<file path="src/rtl/msr_pkg.sv">
`timescale 1ns/1ps
// Package: shared line indices, vector type and edge-mode mask for the
// modem status register. Assumes four modem lines in a fixed bit order,
// which the host software decodes.
package msr_pkg;
    localparam int NLINES = 4;
    localparam int LN_CTS = 0;
    localparam int LN_DSR = 1;
    localparam int LN_RI  = 2;
    localparam int LN_DCD = 3;

    typedef logic [NLINES-1:0] line_vec_t;

    // Lines whose flag reacts only to a 1-to-0 fall of the asserted level.
    localparam line_vec_t TRAIL_ONLY_MASK = line_vec_t'(1) << LN_RI;
endpackage

</file>
<file path="src/rtl/msr_sync.sv">
`timescale 1ns/1ps
// Module: msr_sync
// Multi-stage synchronizer for a vector of asynchronous pins.
// Assumes: STAGES >= 1. During reset every stage loads the raw pin, so
// no phantom transition is seen when reset is released.
module msr_sync #(
    parameter int WIDTH  = 4,
    parameter int STAGES = 2
) (
    input  logic             clk,
    input  logic             rst_n,
    input  logic [WIDTH-1:0] d_i,
    output logic [WIDTH-1:0] q_o
);
    localparam int LAST = STAGES - 1;

    logic [STAGES-1:0][WIDTH-1:0] stage_q;

    // Shift the pins through the stage chain; preload with raw pins in reset.
    always_ff @(posedge clk) begin
        for (int s = 0; s < STAGES; s++) begin
            if (!rst_n || s == 0) begin
                stage_q[s] <= d_i;
            end else begin
                stage_q[s] <= stage_q[(s > 0) ? s - 1 : 0];
            end
        end
    end

    assign q_o = stage_q[LAST];
endmodule

</file>
<file path="src/rtl/msr_src_sel.sv">
`timescale 1ns/1ps
// Module: msr_src_sel
// Chooses the effective active-high line levels: inverted synchronized
// pins in normal mode, the port's own control outputs in loopback.
// Also gives the preload value used in reset, built from raw pins.
// Assumes ctrl_i is already in line order (rts, dtr, out1, out2).
module msr_src_sel
    import msr_pkg::*;
(
    input  logic      loop_i,
    input  line_vec_t pin_n_sync_i,
    input  line_vec_t pin_n_raw_i,
    input  line_vec_t ctrl_i,
    output line_vec_t eff_o,
    output line_vec_t preload_o
);
    // Effective level seen by the status byte and the delta logic.
    always_comb begin
        eff_o = loop_i ? ctrl_i : ~pin_n_sync_i;
    end

    // Level to seed the previous-value state while reset is held.
    always_comb begin
        preload_o = loop_i ? ctrl_i : ~pin_n_raw_i;
    end
endmodule

</file>
<file path="src/rtl/msr_delta.sv">
`timescale 1ns/1ps
// Module: msr_delta
// Sticky change detection per line. Each line keeps its previous level.
// A line in TRAIL_ONLY flags only a 1-to-0 fall, the others flag any
// change. The read strobe clears flags, but a change at the same edge wins.
// Assumes lvl_i is synchronous to clk.
module msr_delta #(
    parameter int               WIDTH      = 4,
    parameter logic [WIDTH-1:0] TRAIL_ONLY = '0
) (
    input  logic             clk,
    input  logic             rst_n,
    input  logic [WIDTH-1:0] lvl_i,
    input  logic [WIDTH-1:0] preload_i,
    input  logic             rd_stb_i,
    output logic [WIDTH-1:0] flags_o
);
    logic [WIDTH-1:0] prev_q;
    logic [WIDTH-1:0] hit;
    logic [WIDTH-1:0] flag_q;

    // Remember last cycle's level; seed from the effective inputs in reset.
    always_ff @(posedge clk) begin
        if (!rst_n) begin
            prev_q <= preload_i;
        end else begin
            prev_q <= lvl_i;
        end
    end

    // Per-line event detector: trailing-only or any-edge, chosen per bit.
    for (genvar i = 0; i < WIDTH; i++) begin : g_line
        if (TRAIL_ONLY[i]) begin : g_trail
            assign hit[i] = prev_q[i] & ~lvl_i[i];

            // with no fall and no earlier flag, the flag stays clear
            a_r4_trailing_only : assert property (@(posedge clk) disable iff (!rst_n)
                (!flag_q[i] && !(prev_q[i] && !lvl_i[i])) |=> !flag_q[i]);
        end else begin : g_any
            assign hit[i] = prev_q[i] ^ lvl_i[i];
        end
    end

    // Sticky flags: clear on read, set on any event (event has priority).
    always_ff @(posedge clk) begin
        if (!rst_n) begin
            flag_q <= '0;
        end else begin
            flag_q <= (flag_q & ~{WIDTH{rd_stb_i}}) | hit;
        end
    end

    assign flags_o = flag_q;

    // without a read, no set flag is lost
    a_r5_sticky : assert property (@(posedge clk) disable iff (!rst_n)
        !rd_stb_i |=> ((flag_q & $past(flag_q)) == $past(flag_q)));

    // after a read only lines with an event at that edge remain flagged
    a_r5_read_clears : assert property (@(posedge clk) disable iff (!rst_n)
        rd_stb_i |=> ((flag_q & ~$past(hit)) == '0));

    // an event coinciding with a read keeps its flag
    a_r6_keep_on_collision : assert property (@(posedge clk) disable iff (!rst_n)
        (rd_stb_i && (hit != '0)) |=> ((flag_q & $past(hit)) == $past(hit)));
endmodule

</file>
<file path="src/rtl/modem_status_unit.sv">
`timescale 1ns/1ps
// Module: modem_status_unit
// Modem status byte of a serial port: line levels in [7:4], sticky change
// flags in [3:0]. In loopback the levels follow the port's control outputs.
// Assumes the pins are asynchronous and the control outputs and rd_stb
// are synchronous to clk. Interrupt generation is done elsewhere.
module modem_status_unit
    import msr_pkg::*;
#(
    parameter int SYNC_STAGES = 2
) (
    input  logic       clk,
    input  logic       rst_n,
    input  logic       cts_n,
    input  logic       dsr_n,
    input  logic       ri_n,
    input  logic       dcd_n,
    input  logic       dtr,
    input  logic       rts,
    input  logic       out1,
    input  logic       out2,
    input  logic       loop_en,
    input  logic       rd_stb,
    output logic [7:0] status
);
    line_vec_t pin_raw_n;
    line_vec_t pin_sync_n;
    line_vec_t ctrl_vec;
    line_vec_t eff_lvl;
    line_vec_t preload_lvl;
    line_vec_t flags;

    // Gather pins and control outputs into line order.
    always_comb begin
        pin_raw_n         = '0;
        pin_raw_n[LN_CTS] = cts_n;
        pin_raw_n[LN_DSR] = dsr_n;
        pin_raw_n[LN_RI]  = ri_n;
        pin_raw_n[LN_DCD] = dcd_n;
        ctrl_vec          = '0;
        ctrl_vec[LN_CTS]  = rts;
        ctrl_vec[LN_DSR]  = dtr;
        ctrl_vec[LN_RI]   = out1;
        ctrl_vec[LN_DCD]  = out2;
    end

    msr_sync #(
        .WIDTH  (NLINES),
        .STAGES (SYNC_STAGES)
    ) u_sync (
        .clk   (clk),
        .rst_n (rst_n),
        .d_i   (pin_raw_n),
        .q_o   (pin_sync_n)
    );

    msr_src_sel u_src (
        .loop_i       (loop_en),
        .pin_n_sync_i (pin_sync_n),
        .pin_n_raw_i  (pin_raw_n),
        .ctrl_i       (ctrl_vec),
        .eff_o        (eff_lvl),
        .preload_o    (preload_lvl)
    );

    msr_delta #(
        .WIDTH      (NLINES),
        .TRAIL_ONLY (TRAIL_ONLY_MASK)
    ) u_delta (
        .clk       (clk),
        .rst_n     (rst_n),
        .lvl_i     (eff_lvl),
        .preload_i (preload_lvl),
        .rd_stb_i  (rd_stb),
        .flags_o   (flags)
    );

    // Assemble the status byte: levels high nibble, flags low nibble.
    always_comb begin
        status = {eff_lvl, flags};
    end

    // in loopback the level nibble mirrors the control outputs
    a_r7_loop_map : assert property (@(posedge clk) disable iff (!rst_n)
        loop_en |-> (status[7:4] == {out2, out1, dtr, rts}));

    // in loopback a change of rts always raises flag 0 next cycle
    a_r8_loop_rts_flag : assert property (@(posedge clk) disable iff (!rst_n)
        (loop_en && $past(loop_en) && $past(rst_n) && (rts != $past(rts))) |=> status[0]);
endmodule

</file>
<file path="config.mk">
export PLATFORM = sky130hd
export DESIGN_NAME = modem_status_unit
export DESIGN_NICKNAME = d
export VERILOG_FILES = /design/src/rtl/msr_pkg.sv /design/src/rtl/msr_sync.sv /design/src/rtl/msr_src_sel.sv /design/src/rtl/msr_delta.sv /design/src/rtl/modem_status_unit.sv
export SDC_FILE = /design/constraint.sdc
export NUM_CORES = 1
export LEC_CHECK = 0
export ABC_AREA = 1
export BUFFER_PORTS_ARGS = -buffer_cell sky130_fd_sc_hd__buf_2
export CAP_MARGIN = 10
export CORE_ASPECT_RATIO = 0.6
export CORE_MARGIN = 2
export CORE_UTILIZATION = 30
export CTS_CLUSTER_SIZE = 30
export DETAILED_ROUTE_END_ITERATION = 8
export MAX_ROUTING_LAYER = met4
export PLACE_DENSITY = 0.48
export SKIP_CTS_REPAIR_TIMING = 1
export SYNTH_ARGS = -nofsm -noshare
export SYNTH_HDL_FRONTEND = slang
export SYNTH_SLANG_ARGS = --single-unit
</file>
<file path="constraint.sdc">
create_clock -name clk -period 0.8 [get_ports clk]
set_input_delay 0.04 -clock clk [delete_from_list [all_inputs] [get_ports clk]]
set_output_delay 0.04 -clock clk [all_outputs]
set_load 0.005 [all_outputs]
</file>
==> results of run 1 <==
## report_power, final
| group | total [mW] | internal, mW | switching (mW) | leakage, nW |
|---|---|---|---|---|
| Sequential | 0.904 | 0.871 | 0.0333 | 0.136 |
| Combinational | 0.324 | 0.163 | 0.161 | 0.312 |
| Clock | 0.411 | 0.175 | 0.236 | 0.0138 |
## cell usage in the layout (no fill, tap or decap), types with 4 or more instances in the layout
cell type | Yosys | final
dfxtp_2 | 0 | 8
nand2_2 | 3 | 4
dlygate4sd3_1 | 0 | 4
inv_1 | 8 | 5
dfxtp_1 | 16 | 8
buf_2 | 1 | 17
nor2_1 | 10 | 10
nand2_1 | 20 | 19
buf_4 | 0 | 5
a21oi_2 | 3 | 4
## layer usage
metal | up-vias | global-route usage (%) | share of wire (%)
met3 | 0 | 5.34 | 6.7
li1 | 316 | - | -
met1 | 259 | 16.1 | 52
met2 | 14 | 17.4 | 41
met4 | 0 | 3.19 | 0
met5 | - | - | 0
## sequential cells by signal, indices dropped and copies added (netlist names)
signal,cells
u_delta.prev_q,4
u_delta.flags_o,4
u_sync.stage_q,4
u_sync.q_o,4
## how the worst min path moves through the flow
stage | startpoint | to | slack (ns)
3_3_place_gp | dcd_n | u_sync.stage_q[3] | 0.15
5_1_grt | out1 | u_delta.prev_q[2] | -0.002
4_1_cts | dcd_n | u_sync.stage_q[3] | -0.15
2_1_floorplan | cts_n | u_sync.stage_q[0] | 0.07
3_5_place_dp | dcd_n | u_sync.stage_q[3] | 0.16
6_report | out1 | u_delta.prev_q[2] | -0.003
## metrics by stage
step	cell area [µm²]	std cells	hold slack, ns
after global placement	787	131	0.152
after CTS	810	134	-0.146
final	915	141	-0.00315
after detailed placement	787	131	0.157
after floorplan	656	82	0.0677
after global routing	915	141	-0.00200
## worst max-delay path: cells and delay by family (launching register included)
family | cells | cell delay, ns
flops | 1 | 0.33
compound gates | 1 | 0.14
buf+inv | 3 | 0.21
## final cells by class
class	instances	area, µm²
inverter	9	38.8
timing repair buffer	28	185
clock buffer	3	22.5
tap	30	37.5
multi-input combinational	55	300
fill	228	1200
sequential	16	330
## cell families (layout without fill, tap and decap cells)
logic type | after synthesis | after routing | share of synthesized area, %
AOI/OAI and AO/OA | 15 | 15 | 14.3
DFF | 16 | 16 | 48.9
buffers and inverters | 11 | 40 | 8.40
and+or+nand+nor | 40 | 40 | 28.4
## cells in the mapped netlist
cell / n / area, µm²
inv_1: 8 / 30.0
a21oi_1: 2 / 10.0
nor2_1: 10 / 37.5
nand3_1: 3 / 15.0
nand2_4: 3 / 33.8
or2_1: 1 / 6.26
nand2_2: 3 / 18.8
o211ai_1: 1 / 7.51
buf_2: 1 / 5.00
o21a_1: 2 / 15.0
dfxtp_1: 16 / 320
a21oi_2: 3 / 26.3
buf_6: 1 / 11.3
o21ai_1: 2 / 10.0
inv_6: 1 / 8.76
o21ai_0: 5 / 25.0
nand2_1: 20 / 75.1
==> out/results.tsv, run 1 <==
metric	value	unit
status	finished with violations	
violated checks	negative hold slack, negative setup slack	
CP Class	reg2out	
# DRC	0	
flops & latches, synth	16	
TritonCTS buffer count	3	
Reg2Reg Launch Point	u_sync.q_o[1]	
ANT nets after route	0	
die area	0.00259	mm²
first-pass GRT wire length	2180	µm
Setup TNS Final	-0.614	ns
CP max-delay cell	dfxtp_2	
Ys Warns	0	
Fmax achieved	1010	MHz
CTS Buffer Depth	2	
register area share after synthesis	48.9	%
Root Buffer	clkbuf_4	
flop2flop setup slack	-0.07	ns
Worst setup EP type	output port	
maximum VDD drop	0.790	mV
Placer Congestion	0.676	
Crit path required time	0.76	ns
Synth Net Count	94	
NumNets Final	125	
final setup violation count	6	
gate count after technology mapping	82	
I/O Pins	20	
Rows	13	
max incr delay on CP	0.33	ns
Hold Path Class	in2reg	
Syn-to-layout area delta	39.5	%
Total Wirelength	1370	µm
largest net degree at the start of global routing	11	
detailed placer's ending HPWL	977	µm
clock latency at the later pin of the worst-skew pair	0.28	ns
IO Port Bufs	19	
startpoint types	flip-flop	
drt first pass iters	6	
Die W	64.4	µm
crit path to	status[5]	
total core area	0.00211	mm²
Starting Density	31.0	%
Power, Total	1.64	mW
Clock transition at path regs	0.09	ns
Hold Slack	-0.00315	ns
fin. max-slew vios	0	
DR iter-0 viols	10	
initial antenna violation count	0	
minimum clock period	0.989	ns
WP data arrival	0.95	ns
clock sink count	16	
Final Util	43.3	%
post-route setup slack	-0.189	ns
share of cells above drive strength 1	47.7	%
Die H	40.2	µm
hold path cells	3	
number of max-cap violations	0	
Post-Synthesis Cell Area	656	µm²
drt via density	4.18	
FF-to-FF path depth	7	
Tot GR Track Use	12.3	%
antenna cells	0	
vias	589	
Mapped Avg Cell Area	8.00	µm²
CP max FO	2	
period utilization	124	%
Final Hold Fails	1	
Setup crit start	u_sync.q_o[1]	
Worst-Margin Slew	0.260	ns
RSZ-0062 raised after global routing	true	
gr ovfl total	0	
Avg WL per Cell	9.73	µm
TritonCTS clock tree	built	
PwrDens	1790	mW/mm²
vias in the first global route	499	
Max transition margin	82.7	%
Place WS	-0.0165	ns
H-tree depth	1	
Static Leak	0.462	nW
Critical R2R Capture	u_delta.flags_o[1]	
CP Cell Sequence	inv_2 > a21oi_2 > inv_1 > buf_2	
Netlist cell types	17	
Clock Skews	0.00660	ns
No activity file was read; power rests on OpenSTA's default activity.
==> run 2, diff against run 1 <==
CORE_ASPECT_RATIO = not set   (was 0.6)
PLACE_DENSITY = 0.49   (was 0.48)
SYNTH_HIERARCHICAL = 1   (was not set)
==> out/results.tsv, run 2 <==
metric	value	unit	change
# DRC	0		unchanged
area of the multi-input gates	249	µm²	-17%
ys flop type	dfxtp_1		
ANT nets after route	0		unchanged
most common cell in the netlist	nand2_1		
Synth Net Count	96		+2.1%
minimum clock period	0.997	ns	+0.00779 ns
number of max-cap violations	0		unchanged
commonest non-fill, non-tap cell in the layout	nand2_1		
commonest non-fill, non-tap cells in the layout	nand2_1 (33), buf_2 (19), dfxtp_1 (10), inv_1 (8), dfxtp_2 (6)		
Total Wirelength	1190	µm	-13%
initial antenna violation count	0		unchanged
vias	537		-8.8%
Post-Synthesis Cell Area	626	µm²	-4.6%
detailed placer's ending HPWL	860	µm	-12%
Avg WL per Cell	8.66	µm	-11%
Worst Min Path Start	ri_n		
largest net degree at the start of global routing	13		+2
Clock transition at path regs	0.09	ns	about the same
CP max FO	3		+1
Power, Total	1.62	mW	-1.1%
Static Leak	0.457	nW	-1.1%
DR iter-0 viols	2		-8
first-pass GRT wire length	2110	µm	-3.2%
flops & latches, synth	16		unchanged
post-route cell area	865	µm²	-5.5%
startpoint types	flip-flop		
TritonCTS buffer count	3		unchanged
Crit path required time	0.76	ns	about the same
Starting Density	31.9	%	+0.88 points
H-tree depth	1		unchanged
Register Area	328	µm²	-0.76%
Fillers	240		+5.3%
vias in the first global route	500		+0.20%
Hold Path Class	in2reg		
EDFF count, synth	0		unchanged
placed instance area	762	µm²	-3.2%
gate count after technology mapping	84		+2.4%
post-route setup slack	-0.197	ns	-0.00779 ns
fin. max-slew vios	0		unchanged
Placer Congestion	0.716		+5.8%
register area share after synthesis	51.2	%	+2.3 points
Max transition margin	83.6	%	+0.97 points
Tot GR Track Use	11.8	%	-0.50 points
fraction of registers with async set/reset	0	%	unchanged
Ys Warns	6		+6
Root Buffer	clkbuf_4		
NumNets Final	124		-0.80%
Fmax achieved	1000	MHz	-0.78%
Rows	16		+3
Netlist cell types	11		-6
TritonCTS clock tree	built		
status	finished with violations		
Setup crit start	u_sync/q_o[1]		
Final Util	44.1	%	+0.81 points
die area	0.00247	mm²	-4.7%
clock sink count	16		unchanged
maximum VDD drop	0.948	mV	+20%
Die H	49.7	µm	+24%
gr ovfl total	0		unchanged
drt first pass iters	4		-2
Syn-to-layout area delta	38.2	%	
RSZ-0062 raised after global routing	true		
max incr delay on CP	0.34	ns	about the same
CP Cell Sequence	o21ai_4 > buf_4 > buf_2		
Reg2Reg Launch Point	u_sync/q_o[3]		
drt via density	3.92		-6.2%
I/O Pins	20		unchanged
Clock Skews	0.000334	ns	-0.00627 ns
period utilization	125	%	+0.97 points
share of cells above drive strength 1	40.9	%	-6.8 points
CP max-delay cell	dfxtp_2		
PwrDens	1870	mW/mm²	+4.6%
CP Class	reg2out		
Synth top area share	51.2	%	+2.3 points
final setup violation count	8		+2
Mapped Avg Cell Area	7.45	µm²	-6.9%
total core area	0.00196	mm²	-7.2%
violated checks	negative hold slack, negative setup slack		
antenna cells	0		unchanged
Worst setup EP type	output port		
clock latency at the later pin of the worst-skew pair	0.28	ns	about the same
Final Hold Fails	2		+1
Worst-Margin Slew	0.246	ns	-0.0145 ns
synth top area cells	dfxtp_1 (51%), nand2_1 (20%), o21ai_0 (6.4%), buf_4 (4.8%), inv_1 (4.8%)		
IO Port Bufs	19		unchanged
cell taking the most area after synthesis	dfxtp_1		
Die W	49.7	µm	-23%
Commonest cells post-synth	nand2_1 (34), dfxtp_1 (16), inv_1 (8), o21ai_0 (8), inv_2 (5)		
CTS Buffer Depth	2		unchanged
Hold Slack	-0.0167	ns	-0.0136 ns
WP data arrival	0.96	ns	about the same
run 2: routing by layer:
metal / up-vias / GRT usage (%) / share of wire (%)
li1: 304 / - / -
met1: 222 / 12.9 / 46
met2: 9 / 18.9 / 50
met3: 2 / 2.73 / 3.0
met4: 0 / 8.33 / 1.6
met5: - / - / 0
run 2: path summary, 6_finish.rpt:
check | to | slack (ns) | cells after the start
worst min-delay path | u_sync/q_o[2] | -0.02 | 3
worst max register to register | u_delta/flags_o[3] | -0.10 | 7
worst min register to register | u_sync/q_o[3] | 0.43 | 2
worst max-delay path | status[5] | -0.20 | 3
run 2: layout make-up:
type / instances / area share, %
Sequential cell: 16 / 37.9
Multi-Input combinational cell: 50 / 28.8
Timing Repair Buffer: 28 / 20.8
Inverter: 13 / 5.93
Tap cell: 27 / 3.91
Clock buffer: 3 / 2.60
run 2: report_power, final:
group | internal [mW] | total, mW | switching [mW]
Sequential | 0.870 | 0.898 | 0.0277
Combinational | 0.156 | 0.303 | 0.148
Clock | 0.174 | 0.420 | 0.245
Total | 1.20 | 1.62 | 0.420
run 2: logic make-up (layout without fill, tap and decap cells):
group	after synthesis	in the layout	share of synthesized area, %
AND/OR/NAND/NOR	37	37	22.8
flip-flops	16	16	51.2
AO/OA/AOI/OAI	13	13	11.6
buffers and inverters	18	44	14.4
run 2: through the flow:
stage                     cells  setup TNS (ns)  setup slack (ns)
final                       137          -0.905            -0.197
after global routing        137           -1.46            -0.266
after CTS                   131          -0.809            -0.221
after detailed placement    128          -0.340           -0.0975
after global placement      128          -0.231           -0.0788
after floorplan              84          -0.336           -0.0952
run 2: critical path, delay by kind of cell, from the launching register on:
family / cells / cell delay (ns)
AOI/OAI and AO/OA: 1 / 0.13
DFF: 1 / 0.34
buffers and inverters: 2 / 0.21
==> run 3, diff against run 2 <==
RECOVER_POWER = 25   (was not set)
SKIP_CTS_REPAIR_TIMING = not set   (was 1)
==> out/results.tsv, run 3 (synthesized netlist as in run 2, its figures left out) <==
metric	value	unit	change
Tot GR Track Use	12.2	%	+0.39 points
detailed placer's ending HPWL	860	µm	unchanged
H-tree depth	1		unchanged
DR iter-0 viols	2		unchanged
Placer Congestion	0.716		unchanged
Final Hold Fails	0		-2
Hold Slack	0.0249	ns	+0.0416 ns
I/O Pins	20		unchanged
TritonCTS buffer count	3		unchanged
CP Class	reg2out		
IO Port Bufs	19		unchanged
Hold Path Class	in2reg		
post-route setup slack	-0.171	ns	+0.0260 ns
Syn-to-layout area delta	40.4	%	
violated checks	negative setup slack		
antenna cells	0		unchanged
Clock transition at path regs	0.09	ns	about the same
CP max FO	2		-1
NumNets Final	124		unchanged
vias	535		-0.37%
Worst-Margin Slew	0.257	ns	+0.0113 ns
number of max-cap violations	0		unchanged
RSZ-0062 raised after global routing	true		
# placed instances	128		unchanged
# DRC	0		unchanged
commonest non-fill, non-tap cells in the layout	nand2_1 (33), buf_2 (16), inv_1 (8), dfxtp_2 (8), dfxtp_1 (8)		
Static Leak	0.456	nW	-0.19%
vias in the first global route	520		+4.0%
startpoint types	flip-flop		
period utilization	121	%	-3.3 points
PwrDens	1870	mW/mm²	-0.50%
largest net degree at the start of global routing	13		unchanged
CTS Buffer Depth	2		unchanged
Clock Skews	0.000410	ns	+0.0000754 ns
TritonCTS clock tree	built		
WP data arrival	0.93	ns	-0.03 ns
drt via density	3.91		-0.37%
first-pass GRT wire length	2190	µm	+3.9%
ANT nets after route	0		unchanged
Avg WL per Cell	8.71	µm	+0.51%
post-route cell area	878	µm²	+1.6%
placed instance area	762	µm²	unchanged
Starting Density	31.9	%	unchanged
Crit path required time	0.76	ns	about the same
fin. max-slew vios	0		unchanged
Fmax achieved	1030	MHz	+2.7%
Total Wirelength	1190	µm	+0.51%
gr ovfl total	0		unchanged
Die H	49.7	µm	unchanged
Setup TNS Final	-0.912	ns	-0.00735 ns
drt first pass iters	3		-1
commonest non-fill, non-tap cell in the layout	nand2_1		
Post-Layout Cell Count	137		unchanged
clock sink count	16		unchanged
final setup violation count	9		+1
total core area	0.00196	mm²	unchanged
share of cells above drive strength 1	41.8	%	+0.91 points
maximum VDD drop	0.957	mV	+0.88%
Root Buffer	clkbuf_4		
die area	0.00247	mm²	unchanged
Die W	49.7	µm	unchanged
status	finished with violations		
clock latency at the later pin of the worst-skew pair	0.28	ns	about the same
Max transition margin	82.9	%	-0.75 points
Worst setup EP type	output port		
initial antenna violation count	0		unchanged
Final Util	44.8	%	+0.70 points
Rows	16		unchanged
minimum clock period	0.971	ns	-0.0260 ns
[run 3: cell count changes in the layout (fill, tap and decap cells not counted)]
cell | before | now
buf_2 | 19 | 16
buf_4 | 3 | 2
buf_6 | 2 | 4
clkbuf_1 | 0 | 2
dfxtp_1 | 10 | 8
dfxtp_2 | 6 | 8
o21ai_1 | 4 | 3
o21ai_2 | 2 | 3
[run 3: per-layer routing]
metal,share of wire (%),routed length (µm),vias up,GRT usage [%]
met5,0,0,-,-
met4,1.6,19,0,8.33
met3,2.9,35,2,2.73
met2,51,603,9,19.6
met1,45,534,220,13.5
li1,-,-,304,-
[run 3: final timing paths]
kind | start | endpoint | slack (ns) | depth (start not counted)
worst max-delay path | u_sync/q_o[1] | status[5] | -0.17 | 3
worst min-delay path | rd_stb | u_delta/flags_o[2] | 0.02 | 4
worst max register to register | u_sync/q_o[1] | u_delta/flags_o[1] | -0.12 | 7
worst min register to register | u_sync/stage_q[0] | u_sync/q_o[0] | 0.43 | 2
[run 3: timing repair]
item	CTS	global route
pin swaps	5	2
resized for setup	8	8
hold buffers	4	0
gates cloned	0	0
hold endpoints to repair	8	0
setup endpoints to repair	8	15
buffers inserted	3	0
[run 3: worst max-delay path: stages, from the launching register on]
cell	delay, ns
dfxtp_2	0.34
o21ai_4	0.13
buf_6	0.11
buf_6	0.08
[run 3: cell type report]
| cell class | count | area [µm²] |
|---|---|---|
| timing repair buffer | 28 | 188 |
| clock buffer | 3 | 22.5 |
| tap | 27 | 33.8 |
| sequential | 16 | 330 |
| multi-input combinational | 50 | 253 |
| fill | 230 | 1080 |
| inverter | 13 | 51.3 |
[run 3: per-stage QoR]
| step | worst slack [ns] | total power [mW] |
|---|---|---|
| 3_5_place_dp | -0.0975 | 1.17 |
| 3_3_place_gp | -0.0788 | 1.17 |
| 4_1_cts | -0.216 | 1.65 |
| 5_1_grt | -0.231 | 1.76 |
| 6_report | -0.171 | 1.64 |
| 2_1_floorplan | -0.0952 | 1.09 |
[run 3: power breakdown]
part           leakage, nW  switching [mW]  internal [mW]  total (mW)
Combinational        0.306           0.151          0.163       0.314
Clock               0.0138           0.249          0.175       0.424
Sequential           0.136          0.0288          0.872       0.901
Total                0.456           0.429           1.21        1.64
